$ cat src/rtl/sm_irq_pkg.sv
package sm_irq_pkg;
  localparam int unsigned REG_W   = 32;
  localparam int unsigned NUM_EV  = 3;

  localparam logic [7:0] OFF_STATUS = 8'h10;
  localparam logic [7:0] OFF_IEN    = 8'h14;
  localparam logic [7:0] OFF_IDIS   = 8'h18;
  localparam logic [7:0] OFF_MASK   = 8'h1C;

  localparam int unsigned B_RXFULL  = 0;
  localparam int unsigned B_TXRDY   = 1;
  localparam int unsigned B_TXIDLE  = 2;
  localparam int unsigned B_OVR     = 3;
  localparam int unsigned B_CSRISE  = 8;
  localparam int unsigned B_CSLVL   = 9;
  localparam int unsigned B_INSTEND = 10;
  localparam int unsigned B_ENA     = 24;

  // index of each sticky event inside the flag vector
  localparam int unsigned EV_OVR     = 0;
  localparam int unsigned EV_CSRISE  = 1;
  localparam int unsigned EV_INSTEND = 2;

  localparam logic [REG_W-1:0] IMPL_BITS =
      (REG_W'(1) << B_RXFULL) | (REG_W'(1) << B_TXRDY)  | (REG_W'(1) << B_TXIDLE) |
      (REG_W'(1) << B_OVR)    | (REG_W'(1) << B_CSRISE) | (REG_W'(1) << B_CSLVL)  |
      (REG_W'(1) << B_INSTEND)| (REG_W'(1) << B_ENA);

  typedef struct packed {
    logic rx_full;
    logic tx_ready;
    logic tx_idle;
    logic cs_state;
    logic enabled;
  } lvl_t;

  function automatic logic [REG_W-1:0] pack_status(lvl_t lv, logic [NUM_EV-1:0] ev);
    logic [REG_W-1:0] s;
    s = '0;
    s[B_RXFULL]  = lv.rx_full;
    s[B_TXRDY]   = lv.tx_ready;
    s[B_TXIDLE]  = lv.tx_idle;
    s[B_CSLVL]   = lv.cs_state;
    s[B_ENA]     = lv.enabled;
    s[B_OVR]     = ev[EV_OVR];
    s[B_CSRISE]  = ev[EV_CSRISE];
    s[B_INSTEND] = ev[EV_INSTEND];
    return s;
  endfunction
endpackage

$ cat src/rtl/sm_irq_evt_latch.sv
module sm_irq_evt_latch #(
  parameter int unsigned NUM_EV = 3
) (
  input  logic              clk,
  input  logic              rst_n,
  input  logic [NUM_EV-1:0] ev_pulse,
  input  logic              clr_req,
  output logic [NUM_EV-1:0] ev_flag
);
  logic [NUM_EV-1:0] flag_q;
  logic [NUM_EV-1:0] flag_d;
  logic              upd_en;

  // new pulse wins over a read clear so no event is lost
  for (genvar i = 0; i < NUM_EV; i++) begin : g_flag
    always_comb flag_d[i] = ev_pulse[i] | (flag_q[i] & ~clr_req);
  end

  always_comb upd_en = clr_req | (|ev_pulse);

  always_ff @(posedge clk or negedge rst_n) begin
    if (!rst_n)      flag_q <= '0;
    else if (upd_en) flag_q <= flag_d;
  end

  assign ev_flag = flag_q;
endmodule

$ cat src/rtl/sm_irq_mask_reg.sv
module sm_irq_mask_reg #(
  parameter int unsigned          W    = 32,
  parameter logic [W-1:0]         IMPL = '1
) (
  input  logic         clk,
  input  logic         rst_n,
  input  logic         set_en,
  input  logic         clr_en,
  input  logic [W-1:0] wdata,
  output logic [W-1:0] mask
);
  logic [W-1:0] mask_q;
  logic [W-1:0] mask_d;
  logic         upd_en;

  always_comb begin
    mask_d = mask_q;
    if (set_en) mask_d = mask_q | (wdata & IMPL);
    if (clr_en) mask_d = mask_d & ~wdata;
    upd_en = set_en | clr_en;
  end

  always_ff @(posedge clk or negedge rst_n) begin
    if (!rst_n)      mask_q <= '0;
    else if (upd_en) mask_q <= mask_d;
  end

  assign mask = mask_q;
endmodule

$ cat src/rtl/sm_irq_rdmux.sv
module sm_irq_rdmux #(
  parameter int unsigned ADDR_W = 8,
  parameter int unsigned W      = 32
) (
  input  logic [ADDR_W-1:0] addr,
  input  logic              re,
  input  logic [W-1:0]      status,
  input  logic [W-1:0]      mask,
  output logic [W-1:0]      rdata
);
  import sm_irq_pkg::*;

  always_comb begin
    rdata = '0;
    if (re) begin
      if (addr == ADDR_W'(OFF_STATUS))    rdata = status;
      else if (addr == ADDR_W'(OFF_MASK)) rdata = mask;
    end
  end
endmodule

$ cat src/rtl/sm_irq_ctrl.sv
module sm_irq_ctrl #(
  parameter int unsigned ADDR_W = 8
) (
  input  logic              clk,
  input  logic              rst_n,
  input  logic [ADDR_W-1:0] bus_addr,
  input  logic              bus_we,
  input  logic [31:0]       bus_wdata,
  input  logic              bus_re,
  output logic [31:0]       bus_rdata,
  input  logic              lvl_rx_full,
  input  logic              lvl_tx_ready,
  input  logic              lvl_tx_idle,
  input  logic              lvl_cs_state,
  input  logic              lvl_enabled,
  input  logic              ev_overrun,
  input  logic              ev_cs_rise,
  input  logic              ev_instr_end,
  output logic              irq,
  output logic              cmd_done
);
  import sm_irq_pkg::*;

  localparam int unsigned SYNC_STAGES = 2;

  logic [SYNC_STAGES-1:0] rst_sync_q;
  logic                   rst_n_s;

  // asynchronous assert, synchronous release
  always_ff @(posedge clk or negedge rst_n) begin
    if (!rst_n) rst_sync_q <= '0;
    else        rst_sync_q <= {rst_sync_q[SYNC_STAGES-2:0], 1'b1};
  end
  assign rst_n_s = rst_sync_q[SYNC_STAGES-1];

  logic              st_rd;
  logic              ien_wr;
  logic              idis_wr;
  logic [NUM_EV-1:0] ev_vec;
  logic [NUM_EV-1:0] ev_flag;
  logic [REG_W-1:0]  mask_val;
  logic [REG_W-1:0]  status_val;
  lvl_t              lvl;

  always_comb begin
    st_rd   = bus_re && (bus_addr == ADDR_W'(OFF_STATUS));
    ien_wr  = bus_we && (bus_addr == ADDR_W'(OFF_IEN));
    idis_wr = bus_we && (bus_addr == ADDR_W'(OFF_IDIS));
    ev_vec  = '0;
    ev_vec[EV_OVR]     = ev_overrun;
    ev_vec[EV_CSRISE]  = ev_cs_rise;
    ev_vec[EV_INSTEND] = ev_instr_end;
    lvl = '{rx_full: lvl_rx_full, tx_ready: lvl_tx_ready, tx_idle: lvl_tx_idle,
            cs_state: lvl_cs_state, enabled: lvl_enabled};
  end

  sm_irq_evt_latch #(.NUM_EV(NUM_EV)) u_evt (
    .clk      (clk),
    .rst_n    (rst_n_s),
    .ev_pulse (ev_vec),
    .clr_req  (st_rd),
    .ev_flag  (ev_flag)
  );

  sm_irq_mask_reg #(.W(REG_W), .IMPL(IMPL_BITS)) u_mask (
    .clk    (clk),
    .rst_n  (rst_n_s),
    .set_en (ien_wr),
    .clr_en (idis_wr),
    .wdata  (bus_wdata),
    .mask   (mask_val)
  );

  always_comb status_val = pack_status(lvl, ev_flag);

  sm_irq_rdmux #(.ADDR_W(ADDR_W), .W(REG_W)) u_rd (
    .addr   (bus_addr),
    .re     (bus_re),
    .status (status_val),
    .mask   (mask_val),
    .rdata  (bus_rdata)
  );

  always_comb begin
    irq      = |(status_val & mask_val);
    cmd_done = ev_flag[EV_INSTEND] & ev_flag[EV_CSRISE];
  end
endmodule

$ cat config.mk
export PLATFORM = sky130hd
export DESIGN_NAME = sm_irq_ctrl
export DESIGN_NICKNAME = d
export VERILOG_FILES = /design/src/rtl/sm_irq_pkg.sv /design/src/rtl/sm_irq_evt_latch.sv /design/src/rtl/sm_irq_mask_reg.sv /design/src/rtl/sm_irq_rdmux.sv /design/src/rtl/sm_irq_ctrl.sv
export SDC_FILE = /design/constraint.sdc
export NUM_CORES = 1
export LEC_CHECK = 0
export BUFFER_PORTS_ARGS = -buffer_cell sky130_fd_sc_hd__clkbuf_2
export CORE_AREA = 2 2 67 69
export CTS_BUF_LIST = sky130_fd_sc_hd__clkbuf_4 sky130_fd_sc_hd__clkbuf_8 sky130_fd_sc_hd__clkbuf_16
export CTS_CLUSTER_DIAMETER = 120
export DETAILED_ROUTE_END_ITERATION = 6
export DIE_AREA = 0 0 69 71
export PLACE_DENSITY = 0.78
export REMOVE_ABC_BUFFERS = 1
export SYNTH_ARGS = -nofsm -noshare
export SYNTH_HDL_FRONTEND = slang
export SYNTH_SLANG_ARGS = --single-unit
$ cat constraint.sdc
create_clock -name clk -period 2.28 [get_ports clk]
set_input_delay 0.456 -clock clk [delete_from_list [all_inputs] [get_ports clk]]
set_output_delay 0.456 -clock clk [all_outputs]
set_load 0.1 [all_outputs]
==> results.txt <==
Yosys Warn Count -> 0
buffer levels on the longest clock path -> 2
count of input and output buffers -> 85
Final Hold Vio Count -> 0
status -> complete, no violations
non-filler instance count after layout -> 319
part of the power in combinational logic -> 0.098
WL per Instance -> 14.9 µm
pin slew with the least headroom to its limit -> 0.539 ns
post-place setup slack -> -0.0695 ns
maxcap violations -> 0
total routed wirelength -> 4750 µm
clock network latency to the later pin of the worst-skew pair -> 0.28 ns
TritonCTS clock tree -> done
drt first pass iters -> 4
Highest Clock Rate -> 459 MHz
part of the Yosys area used for sequential elements -> 0.490
global route overflow -> 0
clock-pin slew on the worst setup and hold paths -> 0.07 ns
Period minus WS final -> 2.18 ns
Yosys reg bits -> 37
DRC viols -> 0
type of the most critical hold path -> reg2async
GRT Util Overall -> 0.211
root buf cell -> sky130_fd_sc_hd__clkbuf_8
Area growth syn-to-layout -> 60.2%
final setup TNS -> 0 ns
largest family of logic cells by synthesized area -> compound AO/OA/AOI/OAI gates
placed instance count -> 310
Pint -> 0.000935 W
Net Sw Frac -> 0.238
Std-Cell Core Area -> 4200 µm²
cell row count -> 24
via density per instance -> 5.21
Antenna Cells -> 0
die outline area -> 4900 µm²
area of the mapped netlist -> 1890 µm²
basic-gate share of the synthesized area counting and, or, nand and nor cells -> 0.186
Final Cycle Share -> 0.955
maximum fanout count along the critical path -> 8
largest net degree at the start of global routing -> 36
cell area power density -> 405 nW/µm²
die boundary height -> 71 µm
post-synthesis xor/xnor area fraction -> 0
Final #Nets -> 318
via count -> 1662
GP Congestion -> 0.831
complex-gate fraction of the synthesized area -> 0.269
post-route antenna net violation count -> 0
WHS -> 0.276 ns
final slew viol count -> 0
Req. time, crit path -> 1.82 ns
count of endpoints failing setup in the final report -> 0
Initial DRC Count -> 127
most crowded layer after global routing -> met2
number of antenna violations at the first check in global routing -> 0
global-route wire length before repair -> 8310 µm
total CTS buffers -> 5
layout cell share with drive strength beyond 1 -> 0.509
arrival time worst endpoint -> 1.72 ns
Post-DP HPWL -> 3600 µm
Crit. End Element -> primary output
arithmetic-cell share of the synthesized area counting full adders, half adders and majority gates -> 0
die width -> 69 µm
mux share of post-synthesis cell area -> 0
remaining max-slew budget at the tightest pin -> 0.642
gate count after technology mapping -> 173
skew final -> 0.00393 ns
worst reg2reg setup slack -> 1.55 ns
Crit Path Category -> in2out
Clock Sinks -> 37
Max IR drop VDD -> 0.393 mV
power share of the clock group -> 0.365
Static Leak -> 1.39 nW
via count of the first global-routing pass -> 1818
Worst setup SP type -> primary input
Initial Util -> 0.450
number of placed I/O pins -> 86
cells on worst reg2reg path -> 2
met3 usage in global routing -> 0.0883
switching power of the nets -> 0.000293 W
final worst-path setup slack -> 0.103 ns
setup repair after global routing missed its margin -> false
buffer count from post-CTS setup fixing -> 0
met1 Track Usage GR -> 0.251
Post-Synthesis Mean Instance Area -> 10.9 µm²
library cells used by synthesis -> 23
sequential fraction of design power -> 0.537
global-route met2 utilization -> 0.358
H-tree Lvls -> 2
==> metrics by stage <==
step / utilization / cell area (µm²) / total power [W]
global route: 0.720 / 3030 / 0.00129
CTS: 0.720 / 3030 / 0.00125
global placement: 0.691 / 2910 / 0.000786
detailed placement: 0.691 / 2910 / 0.000788
floorplan: - / 1820 / 0.000707
finish: 0.720 / 3030 / 0.00123
==> power by group through the flow <==
stage / clock (W) / sequential, W / combinational (W)
after detailed placement: 0 / 0.000672 / 0.000117
after global routing: 0.000498 / 0.000659 / 0.000134
final: 0.000448 / 0.000659 / 0.000120
after CTS: 0.000471 / 0.000659 / 0.000121
after floorplan: 0 / 0.000680 / 0.0000272
after global placement: 0 / 0.000672 / 0.000114
==> routing by layer <==
metal,up-vias,wire (µm)
met1,793,1940
met4,0,12
li1,803,-
met2,64,2330
met5,-,0
met3,2,479
==> logic make-up after synthesis <==
group / count (synthesis)
and+or+nand+nor: 60
buffers and inverters: 20
AOI/OAI and AO/OA: 55
other: 1
DFF: 37
==> worst max path at each step <==
stage | from | depth (start not counted) | endpoint | slack [ns]
final | bus_addr[5] | 6 | bus_rdata[9] | 0.10
after global routing | bus_addr[5] | 6 | bus_rdata[6] | 0.01
after CTS | bus_addr[5] | 6 | bus_rdata[26] | 0.12
after detailed placement | bus_addr[5] | 6 | bus_rdata[8] | -0.07
after global placement | bus_addr[5] | 6 | bus_rdata[8] | 0.03
after floorplan | bus_addr[5] | 3 | bus_rdata[0] | -0.62
==> Yosys cell counts <==
master                      number  share of area
sky130_fd_sc_hd__dfrtp_1        37           0.49
sky130_fd_sc_hd__and2_1         26          0.086
sky130_fd_sc_hd__a21boi_2       20           0.12
sky130_fd_sc_hd__a22oi_1        12          0.048
sky130_fd_sc_hd__nor2_1         10          0.020
sky130_fd_sc_hd__a2bb2oi_1       8          0.037
sky130_fd_sc_hd__inv_1           8          0.016
sky130_fd_sc_hd__nand2_1         8          0.016
sky130_fd_sc_hd__nor3_1          8          0.021
sky130_fd_sc_hd__o41ai_1         8          0.037
sky130_fd_sc_hd__clkbuf_1        6          0.012
sky130_fd_sc_hd__a21boi_0        4          0.016
sky130_fd_sc_hd__a21o_1          3          0.012
sky130_fd_sc_hd__buf_2           3         0.0079
sky130_fd_sc_hd__buf_6           3          0.018
sky130_fd_sc_hd__nand4_1         2         0.0066
sky130_fd_sc_hd__and4_1          1         0.0046
sky130_fd_sc_hd__conb_1          1         0.0020
sky130_fd_sc_hd__nand3_1         1         0.0026
sky130_fd_sc_hd__nor4b_1         1         0.0046
sky130_fd_sc_hd__nor4b_4         1          0.013
sky130_fd_sc_hd__or3b_2          1         0.0046
sky130_fd_sc_hd__or4b_4          1         0.0073
==> final cells by class <==
cell class / instances / area [µm²]
clock buffer: 6 / 76.3
inverter: 8 / 30.0
fill: 313 / 1180
multi-input combinational: 116 / 890
sequential: 37 / 926
timing repair buffer: 98 / 1030
tap: 52 / 65.1
clock inverter: 2 / 10.0
==> repair_timing <==
action | 4_1_cts | 5_1_grt
hold endpoints to repair | 2 | 0
cloned | 0 | 0
setup endpoints to repair | 13 | 1
hold buffers | 1 | 0
resized for setup | 7 | 1
pin swaps | 0 | 0
==> placed cells by master (no fill, tap or decap), drive strengths merged <==
cell and n:
conb 1, a21boi 24, and2 26, nand3 1, and4 1, nand2 8, clkbuf 59, nand4 2
dfrtp 37, o41ai 8, nor4b 2, inv 8, clkinv 2, buf 44, nor2 10, a22oi 12
a2bb2oi 8, or4b 1, a21o 3, dlygate4sd3 1, or3b 1, nor3 8
==> worst max-delay path, cell delays in order <==
cell and delay, ns:
sky130_fd_sc_hd__clkbuf_2 0.10, sky130_fd_sc_hd__nor4b_2 0.32, sky130_fd_sc_hd__buf_4 0.17, sky130_fd_sc_hd__nand3_2 0.21
sky130_fd_sc_hd__nor2_1 0.26, sky130_fd_sc_hd__buf_12 0.21
(Power assumes the default switching activity.)
